--- src/rtl/odt_pkg.sv ---
package odt_pkg;
  typedef enum logic [1:0] {
    AL_NONE   = 2'b00,
    AL_CL_M1  = 2'b01,
    AL_CL_M2  = 2'b10,
    AL_RSVD   = 2'b11
  } al_mode_e;
endpackage

--- src/rtl/odt_al_decode.sv ---
module odt_al_decode
  import odt_pkg::*;
#(
  parameter int CL_W = 5
) (
  input  logic [1:0]      al_field_i,
  input  logic [CL_W-1:0] cl_i,
  output logic [CL_W-1:0] al_o
);
  al_mode_e mode;
  assign mode = al_mode_e'(al_field_i);

  always_comb begin
    unique case (mode)
      AL_CL_M1: al_o = (cl_i >= CL_W'(1)) ? cl_i - CL_W'(1) : '0;
      AL_CL_M2: al_o = (cl_i >= CL_W'(2)) ? cl_i - CL_W'(2) : '0;
      default:  al_o = '0;
    endcase
  end


  always_comb begin
    al_le_cl_chk: assert (al_o <= cl_i);
  end
endmodule

--- src/rtl/odt_lat_ctrl.sv ---
module odt_lat_ctrl #(
  parameter int CWL_W = 4,
  parameter int CL_W  = 5,
  parameter int DEPTH = 16,
  parameter int DLY_W = $clog2(DEPTH + 1)
) (
  input  logic             clk_i,
  input  logic             rst_ni,
  input  logic [CWL_W-1:0] cwl_i,
  input  logic [CL_W-1:0]  al_i,
  input  logic             empty_i,
  output logic [DLY_W-1:0] dly_o
);
  localparam int MAXW  = (CWL_W > CL_W) ? CWL_W : CL_W;
  localparam int SUM_W = MAXW + 2;

  logic [SUM_W-1:0] wl;
  logic [DLY_W-1:0] dly_n, dly_q;

  assign wl = SUM_W'(cwl_i) + SUM_W'(al_i);

  always_comb begin
    if (wl < SUM_W'(3))
      dly_n = DLY_W'(1);
    else if (wl - SUM_W'(2) > SUM_W'(DEPTH))
      dly_n = DLY_W'(DEPTH);
    else
      dly_n = DLY_W'(wl - SUM_W'(2));
  end

  // adopt new latency only with nothing in flight
  always_ff @(posedge clk_i or negedge rst_ni) begin
    if (!rst_ni)      dly_q <= DLY_W'(1);
    else if (empty_i) dly_q <= dly_n;
  end

  assign dly_o = dly_q;


  dly_hold_chk: assert property (@(posedge clk_i) disable iff (!rst_ni)
    !empty_i |=> $stable(dly_q));

  dly_range_chk: assert property (@(posedge clk_i) disable iff (!rst_ni)
    (dly_q >= DLY_W'(1)) && (dly_q <= DLY_W'(DEPTH)));
endmodule

--- src/rtl/odt_delay_line.sv ---
module odt_delay_line #(
  parameter int DEPTH = 16,
  parameter int DLY_W = $clog2(DEPTH + 1)
) (
  input  logic             clk_i,
  input  logic             rst_ni,
  input  logic             en_i,
  input  logic             odt_i,
  input  logic [DLY_W-1:0] dly_i,
  output logic             tap_o,
  output logic             empty_o
);
  logic [DEPTH-1:0] sr_q;
  logic             tap_q;
  logic             sel;
  logic [DLY_W-1:0] idx;

  assign idx = dly_i - DLY_W'(1);

  always_comb begin
    sel = 1'b0;
    for (int i = 0; i < DEPTH; i++)
      if (idx == DLY_W'(i)) sel = sr_q[i];
  end

  always_ff @(posedge clk_i or negedge rst_ni) begin
    if (!rst_ni) begin
      sr_q  <= '0;
      tap_q <= 1'b0;
    end else if (!en_i) begin
      sr_q  <= '0;
      tap_q <= 1'b0;
    end else begin
      sr_q  <= {sr_q[DEPTH-2:0], odt_i};
      tap_q <= sel;
    end
  end

  assign tap_o   = tap_q;
  assign empty_o = (sr_q == '0) && !tap_q;


  sample_in_chk: assert property (@(posedge clk_i) disable iff (!rst_ni)
    en_i |=> sr_q[0] == $past(odt_i));

  flush_chk: assert property (@(posedge clk_i) disable iff (!rst_ni)
    !en_i |=> !tap_o);
endmodule

--- src/rtl/odt_latency_pipe.sv ---
module odt_latency_pipe #(
  parameter int CWL_W = 4,
  parameter int CL_W  = 5,
  parameter int DEPTH = 16
) (
  input  logic             clk_i,
  input  logic             rst_ni,
  input  logic             odt_i,
  input  logic [CWL_W-1:0] cwl_i,
  input  logic [CL_W-1:0]  cl_i,
  input  logic [1:0]       al_field_i,
  input  logic             dll_locked_i,
  input  logic             rtt_nom_en_i,
  input  logic             rtt_wr_en_i,
  output logic             rtt_en_o,
  output logic             sync_mode_o
);
  localparam int DLY_W = $clog2(DEPTH + 1);

  logic             sync_mode;
  logic [CL_W-1:0]  al;
  logic [DLY_W-1:0] dly;
  logic             tap, empty;

  assign sync_mode = dll_locked_i && (rtt_nom_en_i || rtt_wr_en_i);

  odt_al_decode #(.CL_W(CL_W)) u_al (
    .al_field_i (al_field_i),
    .cl_i       (cl_i),
    .al_o       (al)
  );

  odt_lat_ctrl #(.CWL_W(CWL_W), .CL_W(CL_W), .DEPTH(DEPTH), .DLY_W(DLY_W)) u_ctrl (
    .clk_i   (clk_i),
    .rst_ni  (rst_ni),
    .cwl_i   (cwl_i),
    .al_i    (al),
    .empty_i (empty),
    .dly_o   (dly)
  );

  odt_delay_line #(.DEPTH(DEPTH), .DLY_W(DLY_W)) u_line (
    .clk_i   (clk_i),
    .rst_ni  (rst_ni),
    .en_i    (sync_mode),
    .odt_i   (odt_i),
    .dly_i   (dly),
    .tap_o   (tap),
    .empty_o (empty)
  );

  assign rtt_en_o    = tap && sync_mode;
  assign sync_mode_o = sync_mode;


  sync_gate_chk: assert property (@(posedge clk_i) disable iff (!rst_ni)
    !dll_locked_i |-> !rtt_en_o);
endmodule

--- config.mk ---
export PLATFORM = sky130hd
export DESIGN_NAME = odt_latency_pipe
export DESIGN_NICKNAME = d
export VERILOG_FILES = /design/src/rtl/odt_pkg.sv /design/src/rtl/odt_al_decode.sv /design/src/rtl/odt_lat_ctrl.sv /design/src/rtl/odt_delay_line.sv /design/src/rtl/odt_latency_pipe.sv
export SDC_FILE = /design/constraint.sdc
export NUM_CORES = 1
export LEC_CHECK = 0
export BUFFER_PORTS_ARGS = -buffer_cell sky130_fd_sc_hd__buf_4
export CORE_MARGIN = 3
export CORE_UTILIZATION = 35
export CTS_BUF_LIST = sky130_fd_sc_hd__clkbuf_4
export CTS_CLUSTER_DIAMETER = 200
export DETAILED_ROUTE_END_ITERATION = 10
export PLACE_DENSITY = 0.59
export SLEW_MARGIN = 10
export SYNTH_ARGS = -nofsm -noshare
export SYNTH_HDL_FRONTEND = slang
export SYNTH_SLANG_ARGS = --single-unit
--- constraint.sdc ---
create_clock -name clk_i -period 5.3 [get_ports clk_i]
set_input_delay 0 -clock clk_i [delete_from_list [all_inputs] [get_ports clk_i]]
set_output_delay 0 -clock clk_i [all_outputs]
set_load 0.01 [all_outputs]
# After elaboration in Yosys (flattened, before gate mapping)
# Index checks and enable logic that the tools add are counted.
classes:
  add_sub_neg: 5
  order_cmp: 4
  eq_ne: 17
  n_mux: 23
  n_reduce_logical: 7
ops:
  columns: ["op", "n"]
  rows:
  - ["$eq A5 B4 Y1 const B", 8]
  - ["$eq A5 B3 Y1 const B", 4]
  - ["$mux W5", 4]
  - ["$mux W1", 17]
  - ["$logic_not A16 Y1", 1]
  - ["$mux W16", 1]
  - ["$eq A5 B2 Y1 const B", 2]
  - ["$pmux W5 S2", 1]
  - ["$sub A5 B1 Y5 const B", 2]
  - ["$gt A7 B5 Y1 const B", 1]
  - ["$lt A7 B2 Y1 const B", 1]
  - ["$sub A7 B2 Y7 const B", 1]
  - ["$add A4 B5 Y6", 1]
  - ["$eq A5 B1 Y1 const B", 1]
  - ["$ge A5 B1 Y1 const B", 1]
  - ["$ge A5 B2 Y1 const B", 1]
  - ["$logic_not A5 Y1", 1]
  - ["$sub A5 B2 Y5 const B", 1]
  - ["$logic_and A1 B1 Y1", 3]
  - ["$eq A2 B1 Y1 const B", 1]
  - ["$eq A2 B2 Y1 const B", 1]
  - ["$logic_not A1 Y1", 1]
  - ["$logic_or A1 B1 Y1", 1]
totals:
  register_bits: 22
  inputBits: 17
  out_inout_bits: 2
  word_cells: 59

# Logic depth before layout (Yosys ltp)
# Gate-level depths: netlist of the first run.
logic_depth:
  word_depth: 19
  ltp_mapped: 17
  ltp_nobuf: 17

# Modules after synthesis
# From an unflattened synthesis of the first run, not the netlist that was laid out.
unflattened:
  cells_unflattened: 188
  hier_area_um2: 1727.9
by_module_without_submodules:
  columns: ["module", "n_inst", "cells_each", "area_each_um2", "seq_area_each_um2"]
  rows:
  - ["odt_delay_line", 1, 77, 832.0, 425.4]
  - ["odt_lat_ctrl", 1, 67, 560.5, 126.4]
  - ["odt_al_decode", 1, 42, 317.8, 0.0]
  - ["odt_latency_pipe", 1, 2, 17.5, 0.0]

# Worst setup path after synthesis of the first run
# OpenSTA, ideal clock, no wires.
synth_timing:
  path_type: "input -> register"
  from: "input port cl_i[1]"
  to: "register u_ctrl.dly_q[1] (netlist: u_ctrl.dly_o[1])"
  setup_ns: 0.095
  t_arrival_ns: 3.477
  t_required_ns: 5.205
  setup_slack_ns: 1.728
  stages: 17
  n_path_buf: 0
  path_cell_list: "inv_1 > ha_1 > or3b_4 > o21ai_1 > nor2_1 > nor2_1 > nor2_1 > ha_1 > fa_1 > xor2_1 > inv_1 > ha_1 > nor3b_1 > a2111oi_0 > nor4_2 > a22oi_2 > o31ai_1"
synth_via:
  elab_chain_cells: 8
  word_cells_on_any_way: 13
  cone_classes: "add/sub (4); order compare (4); mux (5)"
synth_lines:
  columns: ["item", "line_no", "rtl"]
  rows:
  - ["start, declared", "odt_latency_pipe.sv:10", "input logic [CL_W-1:0] cl_i,"]
  - ["$sub A5 B2 Y5, or another cell as far along", "odt_al_decode.sv:16", "AL_CL_M2: al_o = (cl_i >= CL_W'(2)) ? cl_i - CL_W'(2) : '0;"]
  - ["$mux W5 (on tied branches)", "odt_al_decode.sv:16, odt_al_decode.sv:15", null]
  - ["$pmux W5 S2 *", "odt_al_decode.sv:14", "unique case (mode)"]
  - ["$add A4 B5 Y6 *", "odt_lat_ctrl.sv:20", "assign wl = SUM_W'(cwl_i) + SUM_W'(al_i);"]
  - ["$sub A7 B2 Y7", "odt_lat_ctrl.sv:25", "else if (wl - SUM_W'(2) > SUM_W'(DEPTH))"]
  - ["$gt A7 B5 Y1", "odt_lat_ctrl.sv:25", null]
  - ["$mux W5", "odt_lat_ctrl.sv:25", null]
  - ["$mux W5 *", "odt_lat_ctrl.sv:23", "if (wl < SUM_W'(3))"]
  - ["end signal, assigned", "odt_lat_ctrl.sv:34", "else if (empty_i) dly_q <= dly_n;"]
  - ["end, declared", "odt_lat_ctrl.sv:18", "logic [DLY_W-1:0] dly_n, dly_q;"]
# Mark *: on every way between the ends. The rest lies on a longest branch, timed or not.
# A chain may end at the register's enable or synchronous reset.

# Worst setup path after layout of the first run
# Ends and elaborated chain as after synthesis.

==> results of run 1 <==
## metrics by stage
step           setup WS (ns)  cell area, sq um
6_report               1.421              1894
3_3_place_gp           1.299              1844
2_1_floorplan          1.728              1685
5_1_grt               0.9992              1894
3_5_place_dp           1.140              1844
4_1_cts                1.427              1894
## cells in the final DEF (no fill, tap or decap), types with 2 or more instances in the layout
master and n:
a21o_1 3, clkbuf_4 4, inv_1 9, o211a_1 2
xnor2_1 2, a21oi_1 6, a41oi_1 2, and2_1 18
mux4_2 2, o22a_1 2, mux2i_1 3, buf_4 18
or3_1 2, o21ai_0 6, a2111oi_0 4, dlygate4sd3_1 2
o31ai_1 2, a31oi_1 2, dfrtp_1 21, nand2b_1 3
nor4_1 6, nor2_1 10, a211oi_1 4, nor3_1 6
nand2_1 12, nor2b_1 2, ha_1 13, or2_1 2
## worst max-delay path, cell delays in order
cell and delay, ns:
buf_4 0.13, inv_1 0.12, ha_1 0.20, or3b_4 0.40, o21ai_1 0.39, nor2_1 0.07
nor2_1 0.11, nor2_1 0.05, ha_1 0.20, fa_1 0.40, xor2_1 0.32, inv_1 0.12
ha_1 0.31, nor3b_1 0.38, a2111oi_0 0.20, nor4_2 0.36, a22oi_2 0.10, o31ai_1 0.22
## cell families after synthesis
family / Yosys count
xor+xnor: 3
flops: 22
compound gates: 48
mux: 5
buf+inv: 16
simple gates: 70
fa+ha+maj: 14
## repair_timing
item	4_1_cts	5_1_grt
hold endpoints to repair	23	0
buffers inserted	0	0
hold buffers	2	0
## metal layers
metal  track usage (%)  share of wire, %  up-vias
li1                  -                 -      692
met1             18.82                49      659
met2             22.91                48       31
met3             1.187               3.4        2
met4             2.524              0.23        0
met5                 0                 0        -
## state kept, by name, summed over array words and instances (netlist names)
name          flops
u_line.sr_q      16
u_ctrl.dly_o      5
u_line.tap_o      1
## power by group through the flow
stage	Combinational [mW]	Sequential, mW	Clock, mW
floorplan	0.187	0.204	0
global placement	0.201	0.238	0
global route	0.238	0.242	0.0952
finish	0.204	0.236	0.0825
detailed placement	0.201	0.240	0
CTS	0.205	0.237	0.0838
## cell type report
| class | count | area share, % |
|---|---|---|
| Sequential cell | 22 | 29.13 |
| Tap cell | 52 | 3.435 |
| Inverter | 9 | 1.783 |
| Clock buffer | 4 | 1.585 |
| Timing Repair Buffer | 20 | 8.190 |
| Multi-Input combinational cell | 140 | 55.88 |
## synth_stat cells, drive strengths merged, types with 2 or more instances
cell type	instances	share of area [%]
dfrtp	21	31
inv	9	2.0
mux4	2	2.7
o211a	2	1.2
o22a	2	1.0
mux2i	3	1.8
nor2	11	2.6
or2	2	0.74
ha	13	9.7
a211oi	4	1.8
nor3	7	2.4
or3b	2	1.2
buf	2	1.3
clkbuf	5	1.1
nor2b	2	0.74
nor4	7	3.0
o31ai	4	2.9
and2	18	6.7
nand2	12	2.7
or3	2	0.74
a2111oi	4	2.1
xnor2	2	1.0
a21oi	7	2.3
a21o	3	1.3
a31oi	2	0.74
nand2b	3	1.1
o21ai	7	2.1
a41oi	2	1.0
## worst min path at each step
| stage | start | to | slack [ns] | cells past startpoint |
|---|---|---|---|---|
| CTS | rst_ni | u_line.sr_q[12] | 0.12 | 2 |
| detailed placement | rst_ni | u_line.sr_q[12] | -0.10 | 1 |
| floorplan | rst_ni | u_ctrl.dly_o[1] | -0.30 | 0 |
| finish | rst_ni | u_line.sr_q[12] | 0.11 | 2 |
| global route | rst_ni | u_line.sr_q[6] | 0.11 | 2 |
| global placement | rst_ni | u_line.sr_q[12] | -0.10 | 1 |
==> flow_summary_export.csv, run 1 <==
group,metric,value,unit
yosys,synth_fp_nets,209,
power_and_ir_drop,combPwrFrac,39.1,%
sta,tightest_slew,0.6095,ns
global_route,antenna_found_initial,0,
worst_setup_path,crit_end,"u_ctrl.dly_o[1]",
yosys,synth_cell_types,54,
routing,drc,0,
floorplan,dieArea,5684,sq um
floorplan,die-height,75.39,um
worst_setup_path,crit_path_end_kind,"register",
floorplan,die_x,75.39,um
clock_tree,cts_buffer_depth,2,
worst_setup_path,critical_path_class,"in -> reg",
worst_setup_path,path_max_fanout,6,
power_and_ir_drop,power,522.3,uW
power_and_ir_drop,swShare,37.60,%
global_route,grt_pass1_vias,1389,
cells_and_area,multi_input_area,1059,sq um
floorplan,coreArea,4504,sq um
yosys,async_flop_share,100.0,%
power_and_ir_drop,power.leakage,0.9030,nW
yosys,synth_fa_ha_area_share,10.84,%
sta,maxSlewHeadroom,58.31,%
yosys,synthMuxAreaShare,4.454,%
clock_tree,postCtsResizedCells,0,
yosys,synth_xor_area_share,1.559,%
floorplan,placementRows,24,
cells_and_area,register_area,551.8,sq um
place,globalplace.congestion,0.8395,
worst_setup_path,rrSetupSlack,3.51,ns
clock_tree,cts_sinks,22,
sta,final.setup.tns,0,ns
sta,fin_crit_sh,73.19,%
place,dp_hpwl,2609,um
yosys,yosys.area_share.simple,23.39,%
yosys,netlist_area,1685,sq um
sta,drv_slew,0,
power_and_ir_drop,power.density,275.7,nW/um^2
cells_and_area,fillCellCount,447,
clock_tree,clk_pin_slew_worst_paths,0.12,ns
clock_tree,cts_root_buf,"clkbuf_4",
yosys,ys_ff_latch,22,
cells_and_area,n_antenna_cell,0,
routing,postRouteWirelength,3445,um
floorplan,start_util,37.42,%
routing,routedWlPerCell,13.95,um
routing,ant_nets,0,
global_route,grt_pass1_wl,6258,um
yosys,synth_seq_area_share,32.74,%
worst_setup_path,cp_data_required_time,5.51,ns
clock_tree,numCtsBuffers,3,
worst_setup_path,cp-startpoint,"cl_i[1]",
power_and_ir_drop,power_frac_seq,45.1,%
power_and_ir_drop,internal_power,325.9,uW
job,maxCapViolCount,0,
cells_and_area,area_growth,12.40,%
power_and_ir_drop,p_clk_share,15.8,%
clock_tree,cts_tree,"yes",
worst_setup_path,crit-reg2reg-launch,"u_line.sr_q[13]",
global_route,overflow,0,
global_route,track_usage,13.49,%
cells_and_area,post-route-util,42.06,%
yosys,synth_edf_count,0,
place,numPortBuffers,18,
place,dp.cells,241,
worst_setup_path,r2r_end,"u_ctrl.dly_o[3]",
power_and_ir_drop,power.switching,196.4,uW
clock_tree,h-tree-depth,1,
sta,fin_hold_ws,0.1051,ns
clock_tree,clkLatencyLatePin,0.30,ns
floorplan,io_pins,19,
cells_and_area,finalNetCount,227,
worst_setup_path,reg2reg_depth,4,
worst_setup_path,start_kind,"primary input",
hold_path,hold_class,"in -> async",
sta,setup_viol,0,
sta,fmax,257.8,MHz
cells_and_area,post_layout_nonfiller_instances,247,
routing,dr_total_vias,1384,
cells_and_area,drive_above_1_share,17.95,%
sta,min_period,3.879,ns
yosys,syn_area_per_cell,9.468,sq um
global_route,grt_max_degree,23,
routing,via_per_inst,5.603,
power_and_ir_drop,peakVddDrop,0.09899,mV
sta,hold_violations,0,
routing,firstDrtPassIters,4,
yosys,yosys_warnings,0,
sta,finalClockSkew,0.006715,ns
routing,drtIter0Drc,96,
yosys,syn_inst,178,
yosys,synth_compound_area_share,22.57,%
yosys,synth_top_flop_cell,"dfrtp_1",
outcome,status,"completed",
worst_setup_path,crit_arrival,4.09,ns
sta,rsz0062_at_grt,"no",
yosys,synth_top_family_by_area,"simple AND/OR/NAND/NOR gates",
(Power assumes the default switching activity.)
==> run 2, diff against run 1 <==
==> constraint.sdc (replaced) <==
create_clock -name clk_i -period 3.7 [get_ports clk_i]
set_input_delay 0 -clock clk_i [delete_from_list [all_inputs] [get_ports clk_i]]
set_output_delay 0 -clock clk_i [all_outputs]
set_load 0.01 [all_outputs]
==> run 2 against run 1 <==
  * Wire length is 3.6% lower
  * First-iteration DRC count is 11% lower
  * Non-clock buffer count is 10 higher
  * Clock power is 37% higher
  * Clock skew is 0.0050 ns higher
  * Register-to-register slack worse by 1.6 ns
  * Combinational power is 49% higher
  * Total power is 44% higher
  * Utilization is 1.7 points higher
  * Design area is 4.0% higher
  * Critical path type unchanged
  * Critical endpoint is now u_ctrl.dly_o[2]
==> flow_summary_export.csv, run 2 (synthesis gave the netlist of run 1 again) <==
group,metric,value,unit
outcome,status,"completed",
clock_tree,numCtsBuffers,3,
job,maxCapViolCount,0,
worst_setup_path,worst-path-stages,19,
floorplan,start_util,37.42,%
sta,final.setup.tns,0,ns
sta,rsz0062_at_grt,"no",
routing,ant_nets,0,
clock_tree,cts_sinks,22,
cells_and_area,register_area,551.8,sq um
worst_setup_path,crit_arrival,3.54,ns
global_route,track_usage,13.48,%
worst_setup_path,cp_top_family,"adder cells",
global_route,antenna_found_initial,0,
clock_tree,clkLatencyLatePin,0.30,ns
clock_tree,cts_buffer_depth,2,
routing,postRouteWirelength,3322,um
worst_setup_path,slowest_stage,"or3b_4",
cells_and_area,multi_input_area,1059,sq um
floorplan,dieArea,5684,sq um
cells_and_area,finalInstanceArea,1969,sq um
place,numPortBuffers,18,
place,placed_area,1919,sq um
worst_setup_path,crit_path_end_kind,"register",
worst_setup_path,start_kind,"primary input",
floorplan,die_x,75.39,um
floorplan,io_pins,19,
worst_setup_path,critical_path_class,"in -> reg",
sta,min_period,3.341,ns
power_and_ir_drop,power.leakage,0.9507,nW
worst_setup_path,crit_buf_inv,4,
place,place_ws,0.03931,ns
cells_and_area,regMostFlops,"u_line.sr_q",
cells_and_area,n_antenna_cell,0,
sta,tightest_slew,0.5884,ns
floorplan,placementRows,24,
cells_and_area,final_cell_mix,"buf_4, dfrtp_1, and2_1, ha_1, nand2_1",
clock_tree,cts_tree,"yes",
worst_setup_path,reg2reg_depth,4,
global_route,grt_pass1_vias,1391,
cells_and_area,drive_above_1_share,21.95,%
worst_setup_path,max_stage_delay,0.40,ns
cells_and_area,finalNetCount,237,
routing,drc,0,
place,globalplace.congestion,0.8514,
routing,dr_total_vias,1385,
power_and_ir_drop,peakVddDrop,0.1414,mV
floorplan,die-height,75.39,um
floorplan,coreArea,4504,sq um
cells_and_area,layout_commonest_cell,"buf_4",
sta,finalClockSkew,0.01169,ns
clock_tree,h-tree-depth,1,
global_route,grt_pass1_wl,6189,um
sta,setup_viol,0,
sta,fin_crit_sh,90.30,%
place,dp_hpwl,2680,um
clock_tree,clk_pin_slew_worst_paths,0.12,ns
cells_and_area,fillCellCount,455,
sta,fin_hold_ws,0.1056,ns
sta,hold_violations,0,
power_and_ir_drop,power.density,382.8,nW/um^2
clock_tree,cts_root_buf,"clkbuf_4",
worst_setup_path,cp_data_required_time,3.90,ns
sta,worst_slack,0.3588,ns
routing,routedWlPerCell,12.93,um
routing,firstDrtPassIters,4,
hold_path,hold_class,"in -> async",
cells_and_area,largest_reg_flops,16,
global_route,grt_max_degree,23,
worst_setup_path,path_max_fanout,4,
sta,drv_slew,0,
cells_and_area,area_growth,16.85,%
routing,via_per_inst,5.389,
sta,fmax,299.3,MHz
sta,maxSlewHeadroom,59.76,%
global_route,overflow,0,
routing,drtIter0Drc,85,
worst_setup_path,crit_chain,"buf_4 -> inv_1 -> ha_1 -> or3b_4 -> o31ai_4 -> nor2_1 -> nor2_1 -> nor2_1 -> ha_1 -> fa_1 -> xor2_1 -> inv_1 -> ha_1 -> nor3b_1 -> buf_4 -> a41oi_1 -> a2bb2oi_1 -> a22oi_2 -> o31ai_1",
## run 2: per-layer routing
layer	up-vias	routed length, um	track usage, %
li1	713	-	-
met1	639	1675	18.92
met2	29	1520	22.15
met3	4	100	0.9235
met4	0	25	4.078
met5	-	0	0
## run 2: per-stage QoR
step	power [mW]	utilization, %	cells
floorplan	0.5605	-	178
global placement	0.6415	42.61	251
detailed placement	0.6432	42.61	251
CTS	0.7626	43.72	257
global route	0.8353	43.72	257
finish	0.7538	43.72	257
## run 2: path summary, 6_finish.rpt
| check | to | from | slack (ns) |
|---|---|---|---|
| max reg2reg | u_ctrl.dly_o[3] | u_line.sr_q[13] | 1.91 |
| min in group clk_i | u_ctrl.dly_o[1] | cwl_i[1] | 0.21 |
| min reg2reg | u_line.sr_q[3] | u_line.sr_q[2] | 0.51 |
| max | u_ctrl.dly_o[2] | cl_i[1] | 0.36 |
| max in group asynchronous | u_ctrl.dly_o[0] | rst_ni | 3.31 |
| min | u_line.sr_q[14] | rst_ni | 0.11 |
## run 2: layout make-up
class	instances	area share [%]
Clock buffer	4	1.525
Tap cell	52	3.304
Inverter	9	1.715
Multi-Input combinational cell	140	53.75
Sequential cell	22	28.02
Timing Repair Buffer	30	11.69
## run 2: repair_timing
action	in CTS	in global routing
setup buffers	0	0
resized for setup	0	0
hold buffers	2	0
endpoints found under the hold margin	23	0
## run 2: power breakdown
group	switching, mW	internal, mW
combinational	0.152	0.152
sequential	0.0606	0.276
clock	0.0640	0.0492
total	0.276	0.477
==> run 3, diff against run 2 <==
--- a/config.mk
+++ b/config.mk
@@ -11,7 +11,7 @@
 export CTS_BUF_LIST = sky130_fd_sc_hd__clkbuf_4
 export CTS_CLUSTER_DIAMETER = 200
 export DETAILED_ROUTE_END_ITERATION = 10
-export PLACE_DENSITY = 0.59
+export PLACE_DENSITY = 0.62
 export SLEW_MARGIN = 10
 export SYNTH_ARGS = -nofsm -noshare
 export SYNTH_HDL_FRONTEND = slang
==> run 3 against run 2 <==
  * Sequential cell count is the same
  * Clock-buffer cell count shrank 1
  * Total power shrank 0.40%
  * Global-route usage shrank 0.19 points
  * Final cell count is the same
  * Maximum frequency grew 1.6%
  * Design area is essentially flat
  * Non-clock buffer count is the same
  * Critical path depth shrank 1
  * Worst setup slack gained 0.053 ns
  * Wire length grew 2.3%
  * Via count grew 0.36%
  * Critical path type unchanged
==> flow_summary_export.csv, run 3 (synthesis gave the netlist of run 1 again) <==
group,metric,value,unit
sta,rsz0062_at_grt,"no",
global_route,track_usage,13.29,%
cells_and_area,drive_above_1_share,21.95,%
job,maxCapViolCount,0,
routing,via_per_inst,5.409,
clock_tree,h-tree-depth,1,
power_and_ir_drop,power,750.8,uW
power_and_ir_drop,combPwrFrac,40.8,%
hold_path,hold_class,"in -> async",
routing,drc,0,
worst_setup_path,path_max_fanout,4,
worst_setup_path,rrSetupSlack,1.93,ns
cells_and_area,layout_commonest_cell,"buf_4",
worst_setup_path,crit_arrival,3.48,ns
global_route,grt_pass1_vias,1377,
global_route,antenna_found_initial,0,
worst_setup_path,crit_path_end_kind,"register",
place,globalplace.congestion,0.8337,
floorplan,die_x,75.39,um
floorplan,die-height,75.39,um
sta,hold_violations,0,
place,dp_hpwl,2639,um
sta,maxSlewHeadroom,56.82,%
clock_tree,cts_tree,"yes",
clock_tree,numCtsBuffers,3,
power_and_ir_drop,peakVddDrop,0.1710,mV
worst_setup_path,crit_chain,"buf_4 -> inv_1 -> ha_1 -> or3b_4 -> o31ai_4 -> nor2_1 -> nor2_1 -> nor2_1 -> ha_1 -> fa_1 -> xor2_1 -> inv_1 -> ha_1 -> nor3b_2 -> a2111oi_0 -> nor4_2 -> a22oi_2 -> o31ai_1",
clock_tree,cts_root_buf,"clkbuf_4",
clock_tree,clk_pin_slew_worst_paths,0.12,ns
place,dp.cells,251,
sta,final.setup.tns,0,ns
routing,drtIter0Drc,60,
routing,dr_total_vias,1390,
global_route,grt_pass1_wl,6106,um
routing,routedWlPerCell,13.22,um
place,numPortBuffers,18,
floorplan,dieArea,5684,sq um
worst_setup_path,start_kind,"primary input",
worst_setup_path,reg2reg_depth,4,
floorplan,coreArea,4504,sq um
floorplan,start_util,37.42,%
power_and_ir_drop,power.density,381.0,nW/um^2
power_and_ir_drop,power.leakage,0.9494,nW
cells_and_area,largest_reg_flops,16,
power_and_ir_drop,p_clk_share,14.6,%
outcome,status,"completed",
global_route,grt_max_degree,23,
cells_and_area,finalInstanceArea,1971,sq um
clock_tree,cts_sinks,22,
global_route,overflow,0,
routing,postRouteWirelength,3398,um
worst_setup_path,crit-reg2reg-launch,"u_line.sr_q[13]",
sta,drv_slew,0,
clock_tree,clkLatencyLatePin,0.30,ns
sta,setup_viol,0,
sta,min_period,3.288,ns
cells_and_area,regMostFlops,"u_line.sr_q",
cells_and_area,n_antenna_cell,0,
routing,firstDrtPassIters,4,
worst_setup_path,r2r_end,"u_ctrl.dly_o[3]",
power_and_ir_drop,power.switching,282.3,uW
sta,fin_crit_sh,88.86,%
sta,finalClockSkew,0.003174,ns
place,placed_area,1919,sq um
worst_setup_path,slowest_stage,"a2111oi_0",
floorplan,placementRows,24,
routing,ant_nets,0,
cells_and_area,area_growth,16.93,%
worst_setup_path,max_stage_delay,0.49,ns
clock_tree,cts_buffer_depth,2,
sta,fin_hold_ws,0.1041,ns
power_and_ir_drop,swShare,37.60,%
worst_setup_path,cp_data_required_time,3.89,ns
power_and_ir_drop,internal_power,468.5,uW
cells_and_area,final_cell_mix,"buf_4, dfrtp_1, and2_1, ha_1, nand2_1",
power_and_ir_drop,power_frac_seq,44.6,%
sta,fmax,304.1,MHz
cells_and_area,post_layout_nonfiller_instances,257,
cells_and_area,finalNetCount,237,
floorplan,io_pins,19,
worst_setup_path,critical_path_class,"in -> reg",
sta,tightest_slew,0.6314,ns
==> run 3: cell count changes in the layout (fill, tap and decap cells not counted), sizes merged <==
cell and change:
clkbuf -1, clkinv +1
==> run 3: worst max-delay path by stage <==
stage                        from         endpoint  slack [ns]  depth (start not counted)
after detailed placement  cl_i[1]  u_ctrl.dly_o[1]      0.0005                         19
after CTS                 cl_i[1]  u_ctrl.dly_o[1]        0.33                         19
after global placement    cl_i[1]  u_ctrl.dly_o[2]        0.09                         19
after global routing      cl_i[1]  u_ctrl.dly_o[1]        0.04                         18
final                     cl_i[1]  u_ctrl.dly_o[1]        0.41                         18
after floorplan           cl_i[1]  u_ctrl.dly_o[1]        0.13                         17
==> run 3: repair_timing <==
| item | in CTS | in global routing |
|---|---|---|
| hold buffers | 2 | 0 |
| endpoints found under the setup margin | 0 | 1 |
| resized for setup | 0 | 1 |
| buffers inserted | 0 | 0 |
| endpoints found under the hold margin | 23 | 0 |
==> run 3: metrics by stage <==
stage	setup WS, ns	utilization [%]
floorplan	0.1279	-
global placement	0.09468	42.61
detailed placement	0.0004796	42.61
CTS	0.3265	43.64
global route	0.03980	43.75
finish	0.4120	43.75
==> run 3: area by class of cell <==
class / count / area, sq um
repair buffers: 30 / 230.2
multi-input cells: 140 / 1064
clock inverters: 1 / 3.754
well taps: 52 / 65.06
flip-flops and latches: 22 / 551.8
fillers: 443 / 2534
clock buffers: 3 / 22.52
inverters: 9 / 33.78
==> run 3: worst max-delay path, delay by kind of cell <==
family,cells,cell delay [ns]
XOR/XNOR,1,0.20
adder cells (fa/ha/maj),4,1.08
AO/OA/AOI/OAI,4,1.07
AND/OR/NAND/NOR,6,0.87
buffers and inverters,3,0.26
==> run 3: metal layers <==
layer	GRT usage, %	part of all wire [%]	routed length, um	up-vias
met5	0	0	0	-
met4	3.495	0.88	30	0
li1	-	-	-	715
met2	22.91	47	1586	38
met3	1.187	3.9	132	4
met1	17.81	48	1648	633
==> run 3: power by group through the flow <==
stage	combinational (mW)	clock, mW	sequential [mW]
after CTS	0.305	0.116	0.335
after detailed placement	0.301	0	0.340
after global routing	0.346	0.128	0.345
after global placement	0.301	0	0.340
final	0.306	0.109	0.335
after floorplan	0.268	0	0.292
